`src/rtl/wdt_pkg.sv`:
```
package wdt_pkg;

    typedef enum logic [1:0] {
        PH_IDLE = 2'd0,
        PH_ONE  = 2'd1,
        PH_TWO  = 2'd2
    } wdt_phase_e;

    localparam int RST_LINES = 3;
    localparam int RST_CHIP  = 0;
    localparam int RST_CPU   = 1;
    localparam int RST_SW    = 2;

    // scope code -> one-hot reset line; 1 chip, 2 software, others processor
    function automatic logic [RST_LINES-1:0] scope_onehot(input logic [1:0] scope);
        logic [RST_LINES-1:0] v;
        v = '0;
        case (scope)
            2'd1:    v[RST_CHIP] = 1'b1;
            2'd2:    v[RST_SW]   = 1'b1;
            default: v[RST_CPU]  = 1'b1;
        endcase
        return v;
    endfunction

endpackage

```
`src/rtl/wdt_prescaler.sv`:
```
module wdt_prescaler #(
    parameter int DIV = 268435456
) (
    input  logic clk,
    input  logic rst_n,
    input  logic run_i,
    input  logic restart_i,
    output logic tick_o
);
    localparam int CW = (DIV > 2) ? $clog2(DIV) : 1;
    localparam logic [CW-1:0] LAST = CW'(DIV - 1);

    logic [CW-1:0] cnt_d, cnt_q;

    always_comb begin
        tick_o = run_i && (cnt_q == LAST);
        cnt_d  = cnt_q + 1'b1;
        if (!run_i || restart_i || tick_o) begin
            cnt_d = '0;
        end
    end

    always_ff @(posedge clk or negedge rst_n) begin
        if (!rst_n) begin
            cnt_q <= '0;
        end else begin
            cnt_q <= cnt_d;
        end
    end


    presc_bound_chk: assert property (@(posedge clk) disable iff (!rst_n)
        cnt_q <= LAST);


    presc_idle_zero_chk: assert property (@(posedge clk) disable iff (!rst_n)
        !run_i |=> cnt_q == '0);

endmodule

```
`src/rtl/wdt_phase_ctrl.sv`:
```
module wdt_phase_ctrl
    import wdt_pkg::*;
#(
    parameter int LEN_W = 5
) (
    input  logic                 clk,
    input  logic                 rst_n,
    input  logic                 en_i,
    input  logic                 ping_i,
    input  logic                 tick_i,
    input  logic [LEN_W-1:0]     len1_i,
    input  logic [LEN_W-1:0]     len2_i,
    input  logic [1:0]           scope_i,
    output logic                 run_o,
    output logic                 restart_o,
    output logic                 pre_evt_o,
    output logic                 to_evt_o,
    output logic [RST_LINES-1:0] pulse_o
);
    typedef struct packed {
        wdt_phase_e           phase;
        logic [LEN_W-1:0]     cnt;
        logic [RST_LINES-1:0] pulse;
    } ctl_t;

    localparam ctl_t CTL_IDLE = '{phase: PH_IDLE, cnt: '0, pulse: '0};

    ctl_t ctl_d, ctl_q;

    always_comb begin
        ctl_d       = ctl_q;
        ctl_d.pulse = '0;
        pre_evt_o   = 1'b0;
        to_evt_o    = 1'b0;
        case (ctl_q.phase)
            PH_IDLE: begin
                if (en_i) begin
                    ctl_d.phase = PH_ONE;
                    ctl_d.cnt   = len1_i;
                end
            end
            PH_ONE: begin
                if (!en_i) begin
                    ctl_d = CTL_IDLE;
                end else if (ping_i) begin
                    ctl_d.cnt = len1_i;
                end else if (tick_i) begin
                    if (ctl_q.cnt == '0) begin
                        ctl_d.phase = PH_TWO;
                        ctl_d.cnt   = len2_i;
                        pre_evt_o   = 1'b1;
                    end else begin
                        ctl_d.cnt = ctl_q.cnt - 1'b1;
                    end
                end
            end
            PH_TWO: begin
                if (!en_i) begin
                    ctl_d = CTL_IDLE;
                end else if (tick_i) begin
                    if (ctl_q.cnt == '0) begin
                        ctl_d       = CTL_IDLE;
                        ctl_d.pulse = scope_onehot(scope_i);
                        to_evt_o    = 1'b1;
                    end else begin
                        ctl_d.cnt = ctl_q.cnt - 1'b1;
                    end
                end
            end
            default: ctl_d = CTL_IDLE;
        endcase
    end

    always_ff @(posedge clk or negedge rst_n) begin
        if (!rst_n) begin
            ctl_q <= CTL_IDLE;
        end else begin
            ctl_q <= ctl_d;
        end
    end

    assign run_o     = en_i && (ctl_q.phase != PH_IDLE);
    assign restart_o = en_i && ping_i && (ctl_q.phase == PH_ONE);
    assign pulse_o   = ctl_q.pulse;


    pulse_single_chk: assert property (@(posedge clk) disable iff (!rst_n)
        (ctl_q.pulse != '0) |=> (ctl_q.pulse == '0));


    pulse_onehot_chk: assert property (@(posedge clk) disable iff (!rst_n)
        $onehot0(ctl_q.pulse));


    ph2_ping_ignored_chk: assert property (@(posedge clk) disable iff (!rst_n)
        (ctl_q.phase == PH_TWO && en_i && !tick_i)
            |=> (ctl_q.phase == PH_TWO && $stable(ctl_q.cnt)));


    disable_idle_chk: assert property (@(posedge clk) disable iff (!rst_n)
        !en_i |=> (ctl_q.phase == PH_IDLE && ctl_q.pulse == '0));


    pulse_then_idle_chk: assert property (@(posedge clk) disable iff (!rst_n)
        (ctl_d.pulse != '0) |=> (ctl_q.phase == PH_IDLE));

endmodule

```
`src/rtl/wdt_irq_flags.sv`:
```
module wdt_irq_flags #(
    parameter int N = 2
) (
    input  logic         clk,
    input  logic         rst_n,
    input  logic [N-1:0] evt_i,
    input  logic [N-1:0] clr_i,
    output logic [N-1:0] flag_o
);
    logic [N-1:0] flag_d, flag_q;

    for (genvar g = 0; g < N; g++) begin : g_flag
        always_comb begin
            flag_d[g] = evt_i[g] || (flag_q[g] && !clr_i[g]);
        end


        evt_wins_chk: assert property (@(posedge clk) disable iff (!rst_n)
            evt_i[g] |=> flag_q[g]);


        flag_sticky_chk: assert property (@(posedge clk) disable iff (!rst_n)
            (flag_q[g] && !clr_i[g]) |=> flag_q[g]);
    end

    always_ff @(posedge clk or negedge rst_n) begin
        if (!rst_n) begin
            flag_q <= '0;
        end else begin
            flag_q <= flag_d;
        end
    end

    assign flag_o = flag_q;

endmodule

```
`src/rtl/wdt_two_phase.sv`:
```
module wdt_two_phase
    import wdt_pkg::*;
#(
    parameter int PRESCALE_DIV = 268435456,
    parameter int LEN_W        = 5
) (
    input  logic             clk,
    input  logic             rst_n,
    input  logic             en_i,
    input  logic             ping_i,
    input  logic [LEN_W-1:0] len1_i,
    input  logic [LEN_W-1:0] len2_i,
    input  logic [1:0]       scope_i,
    input  logic [1:0]       irq_clr_i,
    output logic             irq_pre_o,
    output logic             irq_to_o,
    output logic             rst_chip_o,
    output logic             rst_cpu_o,
    output logic             rst_sw_o
);
    localparam int NUM_IRQ = 2;

    logic                 run, restart, tick, pre_evt, to_evt;
    logic [RST_LINES-1:0] pulse;
    logic [NUM_IRQ-1:0]   flags;

    wdt_prescaler #(.DIV(PRESCALE_DIV)) presc_i (
        .clk       (clk),
        .rst_n     (rst_n),
        .run_i     (run),
        .restart_i (restart),
        .tick_o    (tick)
    );

    wdt_phase_ctrl #(.LEN_W(LEN_W)) ctrl_i (
        .clk       (clk),
        .rst_n     (rst_n),
        .en_i      (en_i),
        .ping_i    (ping_i),
        .tick_i    (tick),
        .len1_i    (len1_i),
        .len2_i    (len2_i),
        .scope_i   (scope_i),
        .run_o     (run),
        .restart_o (restart),
        .pre_evt_o (pre_evt),
        .to_evt_o  (to_evt),
        .pulse_o   (pulse)
    );

    wdt_irq_flags #(.N(NUM_IRQ)) irq_i (
        .clk    (clk),
        .rst_n  (rst_n),
        .evt_i  ({to_evt, pre_evt}),
        .clr_i  (irq_clr_i),
        .flag_o (flags)
    );

    assign irq_pre_o  = flags[0];
    assign irq_to_o   = flags[1];
    assign rst_chip_o = pulse[RST_CHIP];
    assign rst_cpu_o  = pulse[RST_CPU];
    assign rst_sw_o   = pulse[RST_SW];


    timeout_with_pulse_chk: assert property (@(posedge clk) disable iff (!rst_n)
        (rst_chip_o || rst_cpu_o || rst_sw_o) |-> irq_to_o);

endmodule

```
`config.mk`:
```
export PLATFORM = sky130hd
export DESIGN_NAME = wdt_two_phase
export DESIGN_NICKNAME = d
export VERILOG_FILES = /design/src/rtl/wdt_pkg.sv /design/src/rtl/wdt_prescaler.sv /design/src/rtl/wdt_phase_ctrl.sv /design/src/rtl/wdt_irq_flags.sv /design/src/rtl/wdt_two_phase.sv
export SDC_FILE = /design/constraint.sdc
export NUM_CORES = 1
export LEC_CHECK = 0
export BUFFER_PORTS_ARGS = -buffer_cell sky130_fd_sc_hd__buf_2
export CAP_MARGIN = 0
export CORE_UTILIZATION = 45
export DETAILED_ROUTE_END_ITERATION = 6
export GPL_TIMING_DRIVEN = 0
export PLACE_DENSITY_LB_ADDON = 0.2
export SETUP_SLACK_MARGIN = 0.1
export SYNTH_ARGS = -nofsm -noshare
export SYNTH_HDL_FRONTEND = slang
export SYNTH_HIERARCHICAL = 1
export SYNTH_SLANG_ARGS = --single-unit
```
`constraint.sdc`:
```
create_clock -name clk -period 3.7 [get_ports clk]
set_input_delay 0.185 -clock clk [delete_from_list [all_inputs] [get_ports clk]]
set_output_delay 0.185 -clock clk [all_outputs]
set_load 0.02 [all_outputs]
```
==> impl_metrics.tcl <==
set metrics [dict create \
    critPathLaunch "presc_i/cnt_q[0]" \
    synthCells 255 \
    core_area_um2 5075 \
    drc 1 \
    grt_pass1_vias 1809 \
    ys.warnings.count 6 \
    maxSlewHeadroom_pct 41.07 \
    finalCriticalPeriod_ns 3.118 \
    maxCapViolations 0 \
    p_int_uw 686.6 \
    antenna_found_initial 0 \
    crit_required_ns 3.86 \
    insertion_delay_ns 0.29 \
    power-per-cell-area_nw_per_um2 341.1 \
    hold_class "in2async" \
    grt_use_total_pct 19.36 \
    use_met1_pct 26.32 \
    synth.cell_area_um2 2365 \
    worstPathArrival_ns 3.28 \
    report.final.slew_viol_count 0 \
    diodes 0 \
    gr-total-overflow 0 \
    outcome "complete, but fails checks" \
    fin_tns_setup_ns 0 \
    synth_edf_count 0 \
    core.rowCount 26 \
    ant_nets 0 \
    holdBufCountCts 0 \
    peakVddDrop_mv 0.2250 \
    die_h_um 74.49 \
    avgRoutedWirePerCell_um 13.11 \
    yosysUniqueCellTypes 54 \
    met3_usage_pct 4.065 \
    critPathCaptureType "flip-flop" \
    grt_pass1_wl_um 8128 \
    grt_max_degree 41 \
    multi_input_area_um2 1242 \
    start_util_pct 46.60 \
    fillers 490 \
    top_usage_layer "met2" \
    final_net_count 305 \
    p_comb_share_pct 10.2 \
    clkPwrFrac_pct 40.1 \
    cp_max_fo 10 \
    areaGrowthSynthToFinish_pct 13.02 \
    syn-num-nets 277 \
    ys_ff_latch 40 \
    clock-sinks 40 \
    dp_slack_ns 0.6391 \
    register_area_um2 1001 \
    tritoncts "yes" \
    rsz0062_at_grt "false" \
    place_congestion 0.8562 \
    ff2ff_path_depth 8 \
    grtUsageMet2_pct 30.33 \
    dpl.hpwl_um 3382 \
    cts_max_path_buffers 2 \
    synthArstFlopShare_pct 100.0 \
    drive_gt1_share_pct 16.20 \
    start_kind "flip-flop" \
    switching_share_pct 24.68 \
    r2r_start "presc_i/cnt_q[0]" \
    dr.pass1.iters 6 \
    design.portCount 23 \
    finalHoldViolCount 0 \
    reg2reg_slack_ns 0.58 \
    io_buffers 21 \
    clk_pin_slew_ns 0.08 \
    fin_crit_sh_pct 84.28 \
    tightest_slew_ns 0.8840 \
    power_uw 911.6 \
    wirelength_um 4640 \
    fin_ws_ns 0.5817 \
    power.switching_uw 225.0 \
    dieArea_um2 5549 \
    p_leak_uw 0.001144 \
    vias 1937 \
    die_w_um 74.49 \
    routed_via_density 5.472 \
    post-cts-setup-buffers 0 \
    clock_skew_ns 0.004460 \
    fmax_mhz 320.7 \
    critPathCapture "ctrl_i/ctl_q[7]" \
    cts_resized 0 \
    synth-main-ff-cell "dfrtp_1" \
    path_class "reg2reg" \
    setup_violations 0 \
    rr_endpoint "ctrl_i/ctl_q[7]" \
    ys_seq_area_share_pct 42.33 \
    root_buffer "clkbuf_8" \
    violations "design-rule violations" \
    power_frac_seq_pct 49.7 \
    avgSynthCellArea_um2 9.274 \
    numCtsBuffers 5 \
    drt_iter0_markers 140 \
    cts_htree_levels 2 \
]
## layer usage
metal,routed length [um],up-vias
met3,120,5
met4,65,0
met1,2308,928
met2,2146,28
met5,0,-
li1,-,976
## cells in the mapped netlist (all sizes together) (6+ instances only)
cell / count / share of area, %
nor2b: 6 / 1.6
or4: 7 / 2.4
nor3: 6 / 1.5
o21ai: 9 / 1.9
a21oi: 17 / 3.6
and2: 7 / 1.9
nand4: 7 / 2.5
o31ai: 6 / 2.5
or3: 7 / 1.9
nand2: 20 / 3.2
inv: 14 / 2.2
xnor2: 11 / 4.1
nor2: 24 / 3.8
dfrtp: 40 / 42
nand2b: 8 / 2.1
buf: 7 / 2.3
nand3: 7 / 1.7
## logic make-up (layout without fill, tap and decap cells)
| kind of cell | count (synthesis) | in the layout | share of synthesized area (%) |
|---|---|---|---|
| simple gates | 119 | 119 | 29.63 |
| xor+xnor | 12 | 12 | 4.444 |
| buf+inv | 25 | 54 | 5.132 |
| fa+ha+maj | 4 | 4 | 2.116 |
| flops | 40 | 40 | 42.33 |
| compound gates | 55 | 55 | 16.35 |
## flip-flops by register name, summed over array words and instances (netlist names)
register,flops
irq_i/flag_o,2
ctrl_i/ctl_q,7
presc_i/cnt_q,28
ctrl_i/pulse_o,3
## layout by cell type, fill, tap and decap left out, types with 6 or more instances in the layout
cell type	synthesis	final
a21oi_1	17	17
or4_1	6	6
nor2b_1	6	6
nand2b_1	8	8
nand3_1	6	6
dfrtp_1	40	40
nand2_1	20	20
inv_1	14	14
and2_1	7	7
nor2_1	24	24
nand4_1	6	6
buf_2	1	22
o21ai_0	9	9
xnor2_1	11	11
or3_1	6	6
## power groups by stage
stage | combinational [uW] | sequential, uW | clock [uW]
2_1_floorplan | 61.6 | 460 | 0
3_3_place_gp | 93.6 | 462 | 0
3_5_place_dp | 93.9 | 462 | 0
4_1_cts | 94.3 | 453 | 378
5_1_grt | 105 | 454 | 393
6_report | 92.9 | 453 | 366
## how the worst min path moves through the flow
stage                     depth (start not counted)                end  slack [ns]  start
final                                             1  presc_i/cnt_q[17]        0.01  rst_n
after global routing                              1  presc_i/cnt_q[27]        0.09  rst_n
after CTS                                         1   presc_i/cnt_q[5]        0.05  rst_n
after detailed placement                          1  presc_i/cnt_q[17]        0.37  rst_n
after global placement                            1  presc_i/cnt_q[12]        0.37  rst_n
after floorplan                                   0    ctrl_i/ctl_q[3]       -0.11  rst_n
## worst max-delay path, stage by stage (launching register included)
cell and delay [ns]:
dfrtp_1 0.39, ha_1 0.27, nand4_4 0.18, or4_4 0.57, buf_6 0.16, nor3_1 0.68
nor2b_1 0.17, a21oi_1 0.40, o221ai_1 0.16
## area by class of cell
class,instances,area share [%]
Timing Repair Buffer,21,3.933
Clock inverter,3,1.732
Clock buffer,5,2.575
Sequential cell,40,37.45
Buffer,11,2.575
Tap cell,70,3.277
Multi-Input combinational cell,190,46.49
Inverter,14,1.966
## stage by stage
step / std cells / hold WS [ns] / utilization [%] / instance area [um^2]
3_3_place_gp: 346 / 0.3701 / 50.39 / 2557
4_1_cts: 354 / 0.04567 / 52.66 / 2673
2_1_floorplan: 255 / -0.1106 / - / 2365
5_1_grt: 354 / 0.09292 / 52.66 / 2673
6_report: 354 / 0.009711 / 52.66 / 2673
3_5_place_dp: 346 / 0.3677 / 50.39 / 2557
No activity file was read; power rests on OpenSTA's default activity.
